File: src/rtl/qa_pkg.sv
package qa_pkg;

  typedef enum logic [2:0] {
    ST_IDLE   = 3'd0,
    ST_HALT   = 3'd1,
    ST_EXEC   = 3'd2,
    ST_RESUME = 3'd3,
    ST_FINISH = 3'd4
  } qa_state_e;

  typedef enum logic [2:0] {
    QERR_NONE  = 3'd0,
    QERR_EXC   = 3'd3,
    QERR_HALTR = 3'd4
  } qa_err_e;

  localparam int CH_HALT = 0;
  localparam int CH_EXEC = 1;
  localparam int CH_RES  = 2;
  localparam int NUM_CH  = 3;

  function automatic qa_state_e chan_state(input int c);
    case (c)
      CH_HALT: return ST_HALT;
      CH_EXEC: return ST_EXEC;
      default: return ST_RESUME;
    endcase
  endfunction

endpackage

File: src/rtl/qa_cause_match.sv
module qa_cause_match #(
  parameter int CAUSE_W   = 3,
  parameter int REQ_CAUSE = 3
) (
  input  logic [CAUSE_W-1:0] cause_i,
  output logic               requested_o
);
  localparam logic [CAUSE_W-1:0] REQ_VAL = CAUSE_W'(REQ_CAUSE);

  assign requested_o = (cause_i == REQ_VAL);
endmodule

File: src/rtl/qa_err_reg.sv
module qa_err_reg
  import qa_pkg::*;
(
  input  logic    clk,
  input  logic    rst_n,
  input  logic    clr_i,
  input  logic    set_haltr_i,
  input  logic    set_exc_i,
  output qa_err_e err_o
);
  qa_err_e err_q;

  always_ff @(posedge clk or negedge rst_n) begin
    if (!rst_n)           err_q <= QERR_NONE;
    else if (set_haltr_i) err_q <= QERR_HALTR;
    else if (set_exc_i)   err_q <= QERR_EXC;
    else if (clr_i)       err_q <= QERR_NONE;
  end

  assign err_o = err_q;

  AST_ERR_ONE_SET: assert property (@(posedge clk) disable iff (!rst_n)
    !(set_haltr_i && set_exc_i)) else $error("two error sets at once");
endmodule

File: src/rtl/qa_fsm.sv
module qa_fsm
  import qa_pkg::*;
(
  input  logic              clk,
  input  logic              rst_n,
  input  logic              start_i,
  input  logic              halted_i,
  input  logic              halt_ack_i,
  input  logic              cause_ok_i,
  input  logic              exec_ack_i,
  input  logic              exec_exc_i,
  input  logic              resume_ack_i,
  output logic [NUM_CH-1:0] req_o,
  output logic              busy_o,
  output logic              ready_o,
  output logic              done_o,
  output logic              clr_err_o,
  output logic              set_haltr_o,
  output logic              set_exc_o
);
  qa_state_e state_q, state_d;

  always_comb begin
    state_d     = state_q;
    clr_err_o   = 1'b0;
    set_haltr_o = 1'b0;
    set_exc_o   = 1'b0;
    case (state_q)
      ST_IDLE: begin
        if (start_i) begin
          if (halted_i) begin
            set_haltr_o = 1'b1;
            state_d     = ST_FINISH;
          end else begin
            clr_err_o = 1'b1;
            state_d   = ST_HALT;
          end
        end
      end
      ST_HALT: begin
        if (halt_ack_i) begin
          if (cause_ok_i) begin
            state_d = ST_EXEC;
          end else begin
            set_haltr_o = 1'b1;
            state_d     = ST_FINISH;
          end
        end
      end
      ST_EXEC: begin
        if (exec_ack_i) begin
          set_exc_o = exec_exc_i;
          state_d   = ST_RESUME;
        end
      end
      ST_RESUME: begin
        if (resume_ack_i) state_d = ST_FINISH;
      end
      ST_FINISH: state_d = ST_IDLE;
      default:   state_d = ST_IDLE;
    endcase
  end

  always_ff @(posedge clk or negedge rst_n) begin
    if (!rst_n) state_q <= ST_IDLE;
    else        state_q <= state_d;
  end

  for (genvar c = 0; c < NUM_CH; c++) begin : g_req
    assign req_o[c] = (state_q == chan_state(c));
  end

  assign busy_o  = (state_q != ST_IDLE);
  assign ready_o = (state_q == ST_IDLE);
  assign done_o  = (state_q == ST_FINISH);

  AST_ONE_REQ: assert property (@(posedge clk) disable iff (!rst_n)
    $onehot0(req_o)) else $error("several requests");
  AST_HALT_HOLD: assert property (@(posedge clk) disable iff (!rst_n)
    req_o[CH_HALT] && !halt_ack_i |=> req_o[CH_HALT]) else $error("halt req dropped");
  AST_EXEC_HOLD: assert property (@(posedge clk) disable iff (!rst_n)
    req_o[CH_EXEC] && !exec_ack_i |=> req_o[CH_EXEC]) else $error("exec req dropped");
  AST_RES_HOLD: assert property (@(posedge clk) disable iff (!rst_n)
    req_o[CH_RES] && !resume_ack_i |=> req_o[CH_RES]) else $error("resume req dropped");
  AST_RES_DONE: assert property (@(posedge clk) disable iff (!rst_n)
    req_o[CH_RES] && resume_ack_i |=> done_o && busy_o) else $error("no done after resume");
endmodule

File: src/rtl/qa_sequencer.sv
module qa_sequencer
  import qa_pkg::*;
#(
  parameter int TYPE_W    = 8,
  parameter int QA_TYPE   = 1,
  parameter int CAUSE_W   = 3,
  parameter int REQ_CAUSE = 3
) (
  input  logic               clk,
  input  logic               rst_n,
  input  logic               cmd_valid,
  output logic               cmd_ready,
  input  logic [TYPE_W-1:0]  cmd_type,
  input  logic               hart_halted,
  output logic               halt_req,
  input  logic               halt_ack,
  input  logic [CAUSE_W-1:0] halt_cause,
  output logic               exec_req,
  input  logic               exec_ack,
  input  logic               exec_exc,
  output logic               resume_req,
  input  logic               resume_ack,
  output logic               busy,
  output logic               done,
  output logic [2:0]         cmd_err
);
  localparam logic [TYPE_W-1:0] QA_TYPE_VAL = TYPE_W'(QA_TYPE);

  logic              start;
  logic              cause_ok;
  logic [NUM_CH-1:0] req;
  logic              clr_err, set_haltr, set_exc;
  qa_err_e           err;

  assign start = cmd_valid && cmd_ready && (cmd_type == QA_TYPE_VAL);

  qa_cause_match #(.CAUSE_W(CAUSE_W), .REQ_CAUSE(REQ_CAUSE)) u_cause (
    .cause_i     (halt_cause),
    .requested_o (cause_ok)
  );

  qa_fsm u_fsm (
    .clk          (clk),
    .rst_n        (rst_n),
    .start_i      (start),
    .halted_i     (hart_halted),
    .halt_ack_i   (halt_ack),
    .cause_ok_i   (cause_ok),
    .exec_ack_i   (exec_ack),
    .exec_exc_i   (exec_exc),
    .resume_ack_i (resume_ack),
    .req_o        (req),
    .busy_o       (busy),
    .ready_o      (cmd_ready),
    .done_o       (done),
    .clr_err_o    (clr_err),
    .set_haltr_o  (set_haltr),
    .set_exc_o    (set_exc)
  );

  qa_err_reg u_err (
    .clk         (clk),
    .rst_n       (rst_n),
    .clr_i       (clr_err),
    .set_haltr_i (set_haltr),
    .set_exc_i   (set_exc),
    .err_o       (err)
  );

  assign halt_req   = req[CH_HALT];
  assign exec_req   = req[CH_EXEC];
  assign resume_req = req[CH_RES];
  assign cmd_err    = err;

  AST_HALTED_REJECT: assert property (@(posedge clk) disable iff (!rst_n)
    start && hart_halted |=> done && !halt_req && cmd_err == 3'd4) else $error("halted start");
  AST_FOREIGN_HALT: assert property (@(posedge clk) disable iff (!rst_n)
    halt_req && halt_ack && !cause_ok |=> done && !exec_req && cmd_err == 3'd4) else $error("foreign halt");
  AST_EXC_RESUMES: assert property (@(posedge clk) disable iff (!rst_n)
    exec_req && exec_ack && exec_exc |=> resume_req && cmd_err == 3'd3) else $error("exception path");
  AST_ERR_QUIET: assert property (@(posedge clk) disable iff (!rst_n)
    !busy && !start |=> $stable(cmd_err)) else $error("error moved while idle");
  AST_READY_IDLE: assert property (@(posedge clk) disable iff (!rst_n)
    start |=> !cmd_ready && busy) else $error("ready after start");
endmodule

File: config.mk
export PLATFORM = sky130hd
export DESIGN_NAME = qa_sequencer
export DESIGN_NICKNAME = d
export VERILOG_FILES = /design/src/rtl/qa_pkg.sv /design/src/rtl/qa_cause_match.sv /design/src/rtl/qa_err_reg.sv /design/src/rtl/qa_fsm.sv /design/src/rtl/qa_sequencer.sv
export SDC_FILE = /design/constraint.sdc
export NUM_CORES = 1
export LEC_CHECK = 0
export ABC_AREA = 1
export ABC_CLOCK_PERIOD_IN_PS = 1100
export BUFFER_PORTS_ARGS = -buffer_cell sky130_fd_sc_hd__buf_2
export CAP_MARGIN = 20
export CORE_AREA = 8 8 45 47
export CTS_CLUSTER_SIZE = 25
export DETAILED_ROUTE_END_ITERATION = 6
export DIE_AREA = 0 0 53 55
export MAX_ROUTING_LAYER = met4
export PLACE_DENSITY_LB_ADDON = 0.3
export SLEW_MARGIN = 5
export SYNTH_ARGS = -nofsm -noshare
export SYNTH_HDL_FRONTEND = slang
export SYNTH_SLANG_ARGS = --single-unit
File: constraint.sdc
create_clock -name clk -period 1.1 [get_ports clk]
set_input_delay 0.22 -clock clk [delete_from_list [all_inputs] [get_ports clk]]
set_output_delay 0.22 -clock clk [all_outputs]
set_load 0.05 [all_outputs]
==> impl_metrics.xml, run 1 <==
<?xml version="1.0" encoding="UTF-8"?>
<metrics>
  <group name="status">
    <metric name="outcome" unit="">finished with violations</metric>
    <metric name="violations" unit="">negative setup slack</metric>
  </group>
  <group name="route">
    <metric name="drt_iter0_markers" unit="">6</metric>
    <metric name="first_pass_iters" unit="">4</metric>
    <metric name="totalWireLength" unit="µm">1806</metric>
    <metric name="remaining_drc_errors" unit="">0</metric>
    <metric name="drt-wirelength-per-cell" unit="µm">13.48</metric>
    <metric name="routed_via_density" unit="">4.799</metric>
    <metric name="antenna_violating_nets_post_route" unit="">0</metric>
    <metric name="vias" unit="">643</metric>
  </group>
  <group name="clock_tree">
    <metric name="cts_max_path_buffers" unit="">2</metric>
    <metric name="cts.htree.levels" unit="">1</metric>
    <metric name="cts_made_buffers" unit="">3</metric>
    <metric name="root_buffer" unit="">sky130_fd_sc_hd__clkbuf_4</metric>
    <metric name="clk_transition_reported_paths" unit="ns">0.04</metric>
    <metric name="clkLatencyLatePin" unit="ns">0.24</metric>
    <metric name="tritoncts" unit="">done</metric>
    <metric name="numClockSinks" unit="">5</metric>
  </group>
  <group name="timing">
    <metric name="rsz0062_at_grt" unit="">yes</metric>
    <metric name="clock.fmax" unit="MHz">683.5</metric>
    <metric name="fin_crit_period" unit="ns">1.463</metric>
    <metric name="totalNegativeSetupSlack" unit="ns">-3.074</metric>
    <metric name="setup-violations-final" unit="">11</metric>
    <metric name="max-slew-margin-rel" unit="%">83.46</metric>
    <metric name="worst_slew_pin_slew" unit="ns">0.2482</metric>
    <metric name="finClkSkew" unit="ns">0.007543</metric>
    <metric name="hold_violation_count_in_the_final_report" unit="">0</metric>
    <metric name="final_max_slew_viol_count" unit="">0</metric>
    <metric name="final.period_utilization" unit="%">133.0</metric>
    <metric name="layout_setup_ws" unit="ns">-0.3630</metric>
  </group>
  <group name="final_layout">
    <metric name="drive_gt1_share" unit="%">67.80</metric>
    <metric name="area_growth" unit="%">121.0</metric>
    <metric name="layout.cells.non_filler" unit="">134</metric>
    <metric name="n_antenna_cell" unit="">0</metric>
    <metric name="nNetsFinal" unit="">138</metric>
  </group>
  <group name="synth">
    <metric name="synth.avg_cell_area" unit="µm²">6.310</metric>
    <metric name="synth.top_cells.by_area" unit="">sky130_fd_sc_hd__dfrtp_1, sky130_fd_sc_hd__nand3_1, sky130_fd_sc_hd__inv_1</metric>
    <metric name="postSynth.topFlopCell" unit="">sky130_fd_sc_hd__dfrtp_1</metric>
    <metric name="number_of_synthesized_register_bits" unit="">5</metric>
    <metric name="postSynth.asyncResetShare" unit="%">100.0</metric>
    <metric name="synthDistinctLibCells" unit="">18</metric>
    <metric name="synth_top_area_cell" unit="">sky130_fd_sc_hd__dfrtp_1</metric>
    <metric name="synth_sequential_area_ratio" unit="%">28.33</metric>
    <metric name="yosys_warnings" unit="">0</metric>
    <metric name="synth.net_count" unit="">89</metric>
    <metric name="yosys-top-cells-count" unit="">sky130_fd_sc_hd__inv_1, sky130_fd_sc_hd__nand2_1, sky130_fd_sc_hd__nand3_1, sky130_fd_sc_hd__nor2_1, sky130_fd_sc_hd__dfrtp_1</metric>
    <metric name="post_synth_inst_count" unit="">70</metric>
    <metric name="count_of_flip_flops_with_a_built_in_enable_after_synthesis" unit="">0</metric>
    <metric name="synth_area" unit="µm²">441.7</metric>
    <metric name="synth.top_cell.area_share" unit="%">28.33</metric>
  </group>
  <group name="floorplan">
    <metric name="die_h" unit="µm">55</metric>
    <metric name="io_pins" unit="">28</metric>
    <metric name="fp.dieArea" unit="µm²">2915</metric>
    <metric name="design.core.area" unit="µm²">1384</metric>
    <metric name="rows" unit="">14</metric>
    <metric name="start_util" unit="%">31.92</metric>
    <metric name="fp.dieW" unit="µm">53</metric>
  </group>
  <group name="global_route">
    <metric name="first_global_vias" unit="">656</metric>
    <metric name="grt_antenna_before_repair" unit="">0</metric>
    <metric name="overflow" unit="">0</metric>
    <metric name="wire_length_of_the_first_global_routing_pass" unit="µm">2697</metric>
    <metric name="global_route.usage.total" unit="%">12.37</metric>
    <metric name="grt_start_max_net_pins" unit="">6</metric>
  </group>
  <group name="placement">
    <metric name="post_placement_cell_count" unit="">122</metric>
    <metric name="place_hpwl" unit="µm">1264</metric>
    <metric name="worst_setup_timing_slack_at_the_placement_stage" unit="ns">-0.1906</metric>
    <metric name="gp_weighted_congestion" unit="">0.7751</metric>
    <metric name="io_port_bufs" unit="">27</metric>
  </group>
  <group name="hold_path">
    <metric name="hp-class" unit="">in2reg</metric>
    <metric name="hold_path_depth" unit="">3</metric>
    <metric name="min_from" unit="">exec_exc</metric>
  </group>
  <group name="worst_setup_path">
    <metric name="r2r.worst_path.cells" unit="">7</metric>
    <metric name="worst-endpoint-required" unit="ns">0.88</metric>
    <metric name="rr_startpoint" unit="">u_fsm.state_q[0]</metric>
    <metric name="critPathLaunchType" unit="">flop</metric>
    <metric name="critical_path.startpoint" unit="">u_fsm.state_q[0]</metric>
    <metric name="timing_worst_setup_path_type" unit="">reg2out</metric>
    <metric name="critPathMaxFanout" unit="">4</metric>
    <metric name="timing.critical_path.to_type" unit="">primary output</metric>
    <metric name="critical_path_arrival" unit="ns">1.24</metric>
  </group>
  <group name="power">
    <metric name="vdd_drop_max" unit="mV">1.353</metric>
    <metric name="p_per_area" unit="nW/µm²">2679</metric>
    <metric name="leakagePower" unit="nW">0.4646</metric>
  </group>
  <group name="flow_run">
    <metric name="maxCapViolCount" unit="">0</metric>
  </group>
</metrics>
[state kept, by name (all words and copies together) (netlist names)]
signal	count
u_fsm.state_q	3
u_err.err_o	2
[logic make-up (layout without fill, tap and decap cells)]
kind of cell | Yosys count | in the layout | synth area share, %
buf+inv | 15 | 63 | 13.60
simple gates | 43 | 43 | 49.01
flops | 5 | 5 | 28.33
compound gates | 7 | 7 | 9.066
[worst max-delay path: stages, from the launching register on]
cell                      delay, ns
sky130_fd_sc_hd__dfrtp_2       0.45
sky130_fd_sc_hd__nor2_4        0.20
sky130_fd_sc_hd__inv_2         0.08
sky130_fd_sc_hd__nor2_4        0.12
sky130_fd_sc_hd__buf_8         0.16
[layout by cell type (no fill, tap or decap), types with 2 or more instances in the layout]
cell type / n
sky130_fd_sc_hd__buf_6: 7
sky130_fd_sc_hd__nand3_4: 3
sky130_fd_sc_hd__clkbuf_4: 4
sky130_fd_sc_hd__buf_2: 18
sky130_fd_sc_hd__nand2_2: 4
sky130_fd_sc_hd__nand3_1: 2
sky130_fd_sc_hd__clkinvlp_4: 3
sky130_fd_sc_hd__inv_1: 8
sky130_fd_sc_hd__nor2_4: 3
sky130_fd_sc_hd__dfrtp_2: 2
sky130_fd_sc_hd__nand2_4: 2
sky130_fd_sc_hd__nor2_1: 10
sky130_fd_sc_hd__dfrtp_1: 3
sky130_fd_sc_hd__inv_2: 3
sky130_fd_sc_hd__buf_8: 4
sky130_fd_sc_hd__buf_4: 14
sky130_fd_sc_hd__nand3_2: 5
sky130_fd_sc_hd__a21oi_2: 3
sky130_fd_sc_hd__nand2_1: 9
[worst paths after layout]
check                      slack [ns]               end
setup / recovery                -0.36          exec_req
hold / removal                   0.25    u_err.err_o[1]
setup reg to reg                -0.27  u_fsm.state_q[1]
hold reg to reg                  0.53    u_err.err_o[2]
max in group asynchronous        0.60  u_fsm.state_q[0]
min in group asynchronous        0.35    u_err.err_o[2]
[what timing repair did]
item | 4_1_cts | 5_1_grt
setup endpoints to repair | 11 | 14
gates cloned | 0 | 0
pin swaps | 4 | 4
endpoints found under the hold margin | 5 | 0
setup buffers | 3 | 5
hold buffers | 1 | 0
gates resized for setup | 24 | 23
[where the power goes]
group / internal (mW) / total (mW) / switching [mW]
clock: 0.137 / 0.204 / 0.0675
combinational: 0.852 / 2.08 / 1.22
sequential: 0.260 / 0.334 / 0.0742
[per-layer routing]
metal  track usage (%)  vias up  wire length, µm
li1                  -      318                -
met1             11.66      308              650
met2             24.22       17             1044
met3             4.278        0              111
met4             1.293        0                0
met5                 -        -                0
[area by class of cell]
cell class,count,area (µm²)
clock buffers,4,26.28
fillers,117,407.9
inverters,14,63.81
multi-input cells,50,386.6
flip-flops and latches,5,127.6
well taps,16,20.02
repair buffers,45,351.6
[per-stage QoR]
| stage | area (µm²) | hold WS, ns | power, mW | util (%) |
|---|---|---|---|---|
| after floorplan | 484.2 | -0.07559 | 1.335 | - |
| after global placement | 706.9 | 0.03815 | 1.735 | 51.09 |
| after detailed placement | 706.9 | 0.03548 | 1.751 | 51.09 |
| after CTS | 859.6 | 0.2439 | 2.312 | 62.12 |
| after global routing | 975.9 | 0.2437 | 2.764 | 70.52 |
| final | 975.9 | 0.2500 | 2.614 | 70.52 |
Power figures use the tool's default switching activity.
==> inputs of run 2 (changes only) <==
--- a/config.mk
+++ b/config.mk
@@ -6,7 +6,7 @@
 export NUM_CORES = 1
 export LEC_CHECK = 0
 export ABC_AREA = 1
-export ABC_CLOCK_PERIOD_IN_PS = 1100
+export ABC_CLOCK_PERIOD_IN_PS = 1300
 export BUFFER_PORTS_ARGS = -buffer_cell sky130_fd_sc_hd__buf_2
 export CAP_MARGIN = 20
 export CORE_AREA = 8 8 45 47
==> constraint.sdc (replaced) <==
create_clock -name clk -period 1.3 [get_ports clk]
set_input_delay 0.26 -clock clk [delete_from_list [all_inputs] [get_ports clk]]
set_output_delay 0.26 -clock clk [all_outputs]
set_load 0.05 [all_outputs]
==> impl_metrics.xml, run 2 (same netlist as run 1, synthesis figures left out) <==
<?xml version="1.0" encoding="UTF-8"?>
<metrics>
  <group name="timing">
    <metric name="final_max_slew_viol_count" unit="">0</metric>
    <metric name="clock.fmax" unit="MHz">694.5</metric>
    <metric name="finClkSkew" unit="ns">0.002959</metric>
    <metric name="layout_setup_ws" unit="ns">-0.1399</metric>
    <metric name="rsz0062_at_grt" unit="">yes</metric>
    <metric name="worst_slew_pin_slew" unit="ns">0.2512</metric>
    <metric name="max-slew-margin-rel" unit="%">83.37</metric>
    <metric name="fin_crit_period" unit="ns">1.440</metric>
    <metric name="final.period_utilization" unit="%">110.8</metric>
    <metric name="hold_violation_count_in_the_final_report" unit="">0</metric>
    <metric name="setup-violations-final" unit="">8</metric>
  </group>
  <group name="global_route">
    <metric name="grt_start_max_net_pins" unit="">7</metric>
    <metric name="global_route.usage.total" unit="%">10.89</metric>
    <metric name="grt_antenna_before_repair" unit="">0</metric>
    <metric name="overflow" unit="">0</metric>
    <metric name="globalRouteMet3Util" unit="%">4.545</metric>
    <metric name="grt_util_met1" unit="%">10.86</metric>
    <metric name="gr-max-usage-layer" unit="">met2</metric>
    <metric name="grtUsageMet2" unit="%">18.75</metric>
    <metric name="wire_length_of_the_first_global_routing_pass" unit="µm">2318</metric>
    <metric name="first_global_vias" unit="">578</metric>
  </group>
  <group name="floorplan">
    <metric name="fp.dieW" unit="µm">53</metric>
    <metric name="start_util" unit="%">31.92</metric>
    <metric name="io_pins" unit="">28</metric>
    <metric name="fp.dieArea" unit="µm²">2915</metric>
    <metric name="die_h" unit="µm">55</metric>
    <metric name="rows" unit="">14</metric>
    <metric name="design.core.area" unit="µm²">1384</metric>
  </group>
  <group name="clock_tree">
    <metric name="tritoncts" unit="">done</metric>
    <metric name="root_buffer" unit="">sky130_fd_sc_hd__clkbuf_4</metric>
    <metric name="clk_transition_reported_paths" unit="ns">0.04</metric>
    <metric name="cts.htree.levels" unit="">1</metric>
    <metric name="clkLatencyLatePin" unit="ns">0.24</metric>
    <metric name="numClockSinks" unit="">5</metric>
    <metric name="cts_max_path_buffers" unit="">2</metric>
    <metric name="cts_made_buffers" unit="">3</metric>
  </group>
  <group name="power">
    <metric name="p_total" unit="mW">1.991</metric>
    <metric name="leakagePower" unit="nW">0.4464</metric>
    <metric name="vdd_drop_max" unit="mV">1.286</metric>
    <metric name="p_per_area" unit="nW/µm²">2299</metric>
  </group>
  <group name="route">
    <metric name="totalWireLength" unit="µm">1437</metric>
    <metric name="routed_via_density" unit="">4.504</metric>
    <metric name="drt-wirelength-per-cell" unit="µm">11.14</metric>
    <metric name="first_pass_iters" unit="">4</metric>
    <metric name="vias" unit="">581</metric>
    <metric name="drt_iter0_markers" unit="">5</metric>
    <metric name="antenna_violating_nets_post_route" unit="">0</metric>
    <metric name="remaining_drc_errors" unit="">0</metric>
  </group>
  <group name="worst_setup_path">
    <metric name="worst-endpoint-required" unit="ns">1.04</metric>
    <metric name="cp-endpoint" unit="">exec_req</metric>
    <metric name="timing.critical_path.to_type" unit="">primary output</metric>
    <metric name="wp_buf_inv" unit="">2</metric>
    <metric name="critical_register_to_register_path_endpoint" unit="">u_fsm.state_q[0]</metric>
    <metric name="cp_num_cells" unit="">4</metric>
    <metric name="critical_path.startpoint" unit="">u_fsm.state_q[0]</metric>
    <metric name="timing.critical_path.mode_cell" unit="">sky130_fd_sc_hd__nor2_4</metric>
    <metric name="max_stage_delay" unit="ns">0.42</metric>
    <metric name="timing.critical_path.cells" unit="">nor2_4 &gt; inv_2 &gt; nor2_4 &gt; buf_6</metric>
    <metric name="critPathMaxFanout" unit="">3</metric>
    <metric name="rr_startpoint" unit="">u_fsm.state_q[0]</metric>
    <metric name="timing_worst_setup_path_type" unit="">reg2out</metric>
    <metric name="worst_path_max_delay_cell" unit="">sky130_fd_sc_hd__dfrtp_2</metric>
    <metric name="reg2reg_setup_slack" unit="ns">-0.06</metric>
    <metric name="critical_path_arrival" unit="ns">1.18</metric>
    <metric name="critical_path.top_delay_family" unit="">flip-flops</metric>
    <metric name="critPathLaunchType" unit="">flop</metric>
    <metric name="r2r.worst_path.cells" unit="">9</metric>
  </group>
  <group name="status">
    <metric name="violations" unit="">negative setup slack</metric>
    <metric name="outcome" unit="">finished with violations</metric>
  </group>
  <group name="final_layout">
    <metric name="nNetsFinal" unit="">133</metric>
    <metric name="layout.cells.non_filler" unit="">129</metric>
    <metric name="largest_reg_by_ff_count" unit="">u_fsm.state_q</metric>
    <metric name="n_antenna_cell" unit="">0</metric>
    <metric name="most-common-layout-cells" unit="">sky130_fd_sc_hd__buf_2, sky130_fd_sc_hd__nand2_1, sky130_fd_sc_hd__nor2_1, sky130_fd_sc_hd__buf_4, sky130_fd_sc_hd__inv_1</metric>
    <metric name="number_of_flip_flops_under_the_largest_register_name" unit="">3</metric>
    <metric name="area_growth" unit="%">96.03</metric>
    <metric name="final_common_cell" unit="">sky130_fd_sc_hd__buf_2</metric>
    <metric name="drive_gt1_share" unit="%">60.18</metric>
    <metric name="layout.cell_area.non_filler" unit="µm²">865.8</metric>
  </group>
  <group name="placement">
    <metric name="placed_cell_area" unit="µm²">681.9</metric>
    <metric name="place_hpwl" unit="µm">1196</metric>
    <metric name="post_placement_cell_count" unit="">120</metric>
    <metric name="io_port_bufs" unit="">27</metric>
    <metric name="gp_weighted_congestion" unit="">0.7521</metric>
  </group>
  <group name="hold_path">
    <metric name="min_from" unit="">exec_exc</metric>
    <metric name="hp-class" unit="">in2reg</metric>
    <metric name="hold_path_depth" unit="">3</metric>
  </group>
  <group name="flow_run">
    <metric name="maxCapViolCount" unit="">0</metric>
  </group>
</metrics>
## run 2: changes by cell type in the layout (fill, tap and decap cells not counted), moves of 2 or more
| cell | previous run | this run |
|---|---|---|
| sky130_fd_sc_hd__buf_2 | 18 | 21 |
| sky130_fd_sc_hd__buf_4 | 14 | 10 |
| sky130_fd_sc_hd__buf_6 | 7 | 4 |
| sky130_fd_sc_hd__clkinvlp_4 | 3 | 1 |
| sky130_fd_sc_hd__nand2_1 | 9 | 12 |
| sky130_fd_sc_hd__nand2_4 | 2 | 0 |
## run 2: worst min-delay path by stage
stage                            end  slack (ns)
floorplan             u_err.err_o[1]       -0.04
global placement    u_fsm.state_q[1]        0.08
detailed placement  u_fsm.state_q[1]        0.08
CTS                   u_err.err_o[1]        0.29
global route          u_err.err_o[1]        0.30
finish                u_err.err_o[1]        0.30
## run 2: per-stage QoR
stage / hold WS (ns) / setup TNS (ns) / setup WS [ns] / util [%]
5_1_grt: 0.2986 / -1.291 / -0.2070 / 62.57
2_1_floorplan: -0.03559 / -0.2288 / -0.07046 / -
6_report: 0.3039 / -0.6743 / -0.1399 / 62.57
3_5_place_dp: 0.07563 / -0.007737 / -0.007737 / 49.28
3_3_place_gp: 0.07696 / 0 / 0.01772 / 49.28
4_1_cts: 0.2939 / -0.6781 / -0.1581 / 57.96
## run 2: where the power goes
group	switching (mW)	total, mW	internal [mW]	leakage [nW]
sequential	0.0529	0.270	0.217	0.0617
combinational	0.929	1.55	0.621	0.370
clock	0.0553	0.171	0.115	0.0150
total	1.04	1.99	0.954	0.446
## run 2: layer usage
layer / vias up / routed length, µm / part of all wire, %
li1: 306 / - / -
met1: 255 / 562 / 39
met2: 20 / 745 / 52
met3: 0 / 129 / 9.0
met4: 0 / 0 / 0
met5: - / 0 / 0
## run 2: worst min-delay path, delay by kind of cell
family | cells | cell delay, ns
buffers and inverters | 1 | 0.10
AND/OR/NAND/NOR | 1 | 0.08
AO/OA/AOI/OAI | 1 | 0.06
## run 2: final cells by class
class / instances / area (µm²)
fill: 137 / 518.0
tap: 16 / 20.02
multi-input combinational: 50 / 339.1
timing repair buffer: 40 / 295.3
inverter: 14 / 58.81
sequential: 5 / 126.4
clock buffer: 4 / 26.28
## run 2: what timing repair did
| item | 4_1_cts | 5_1_grt |
|---|---|---|
| pin swaps | 4 | 3 |
| setup endpoints to repair | 6 | 11 |
| gates resized for setup | 19 | 13 |
| setup buffers | 3 | 1 |
| hold endpoints to repair | 5 | 0 |
| hold buffers | 1 | 0 |
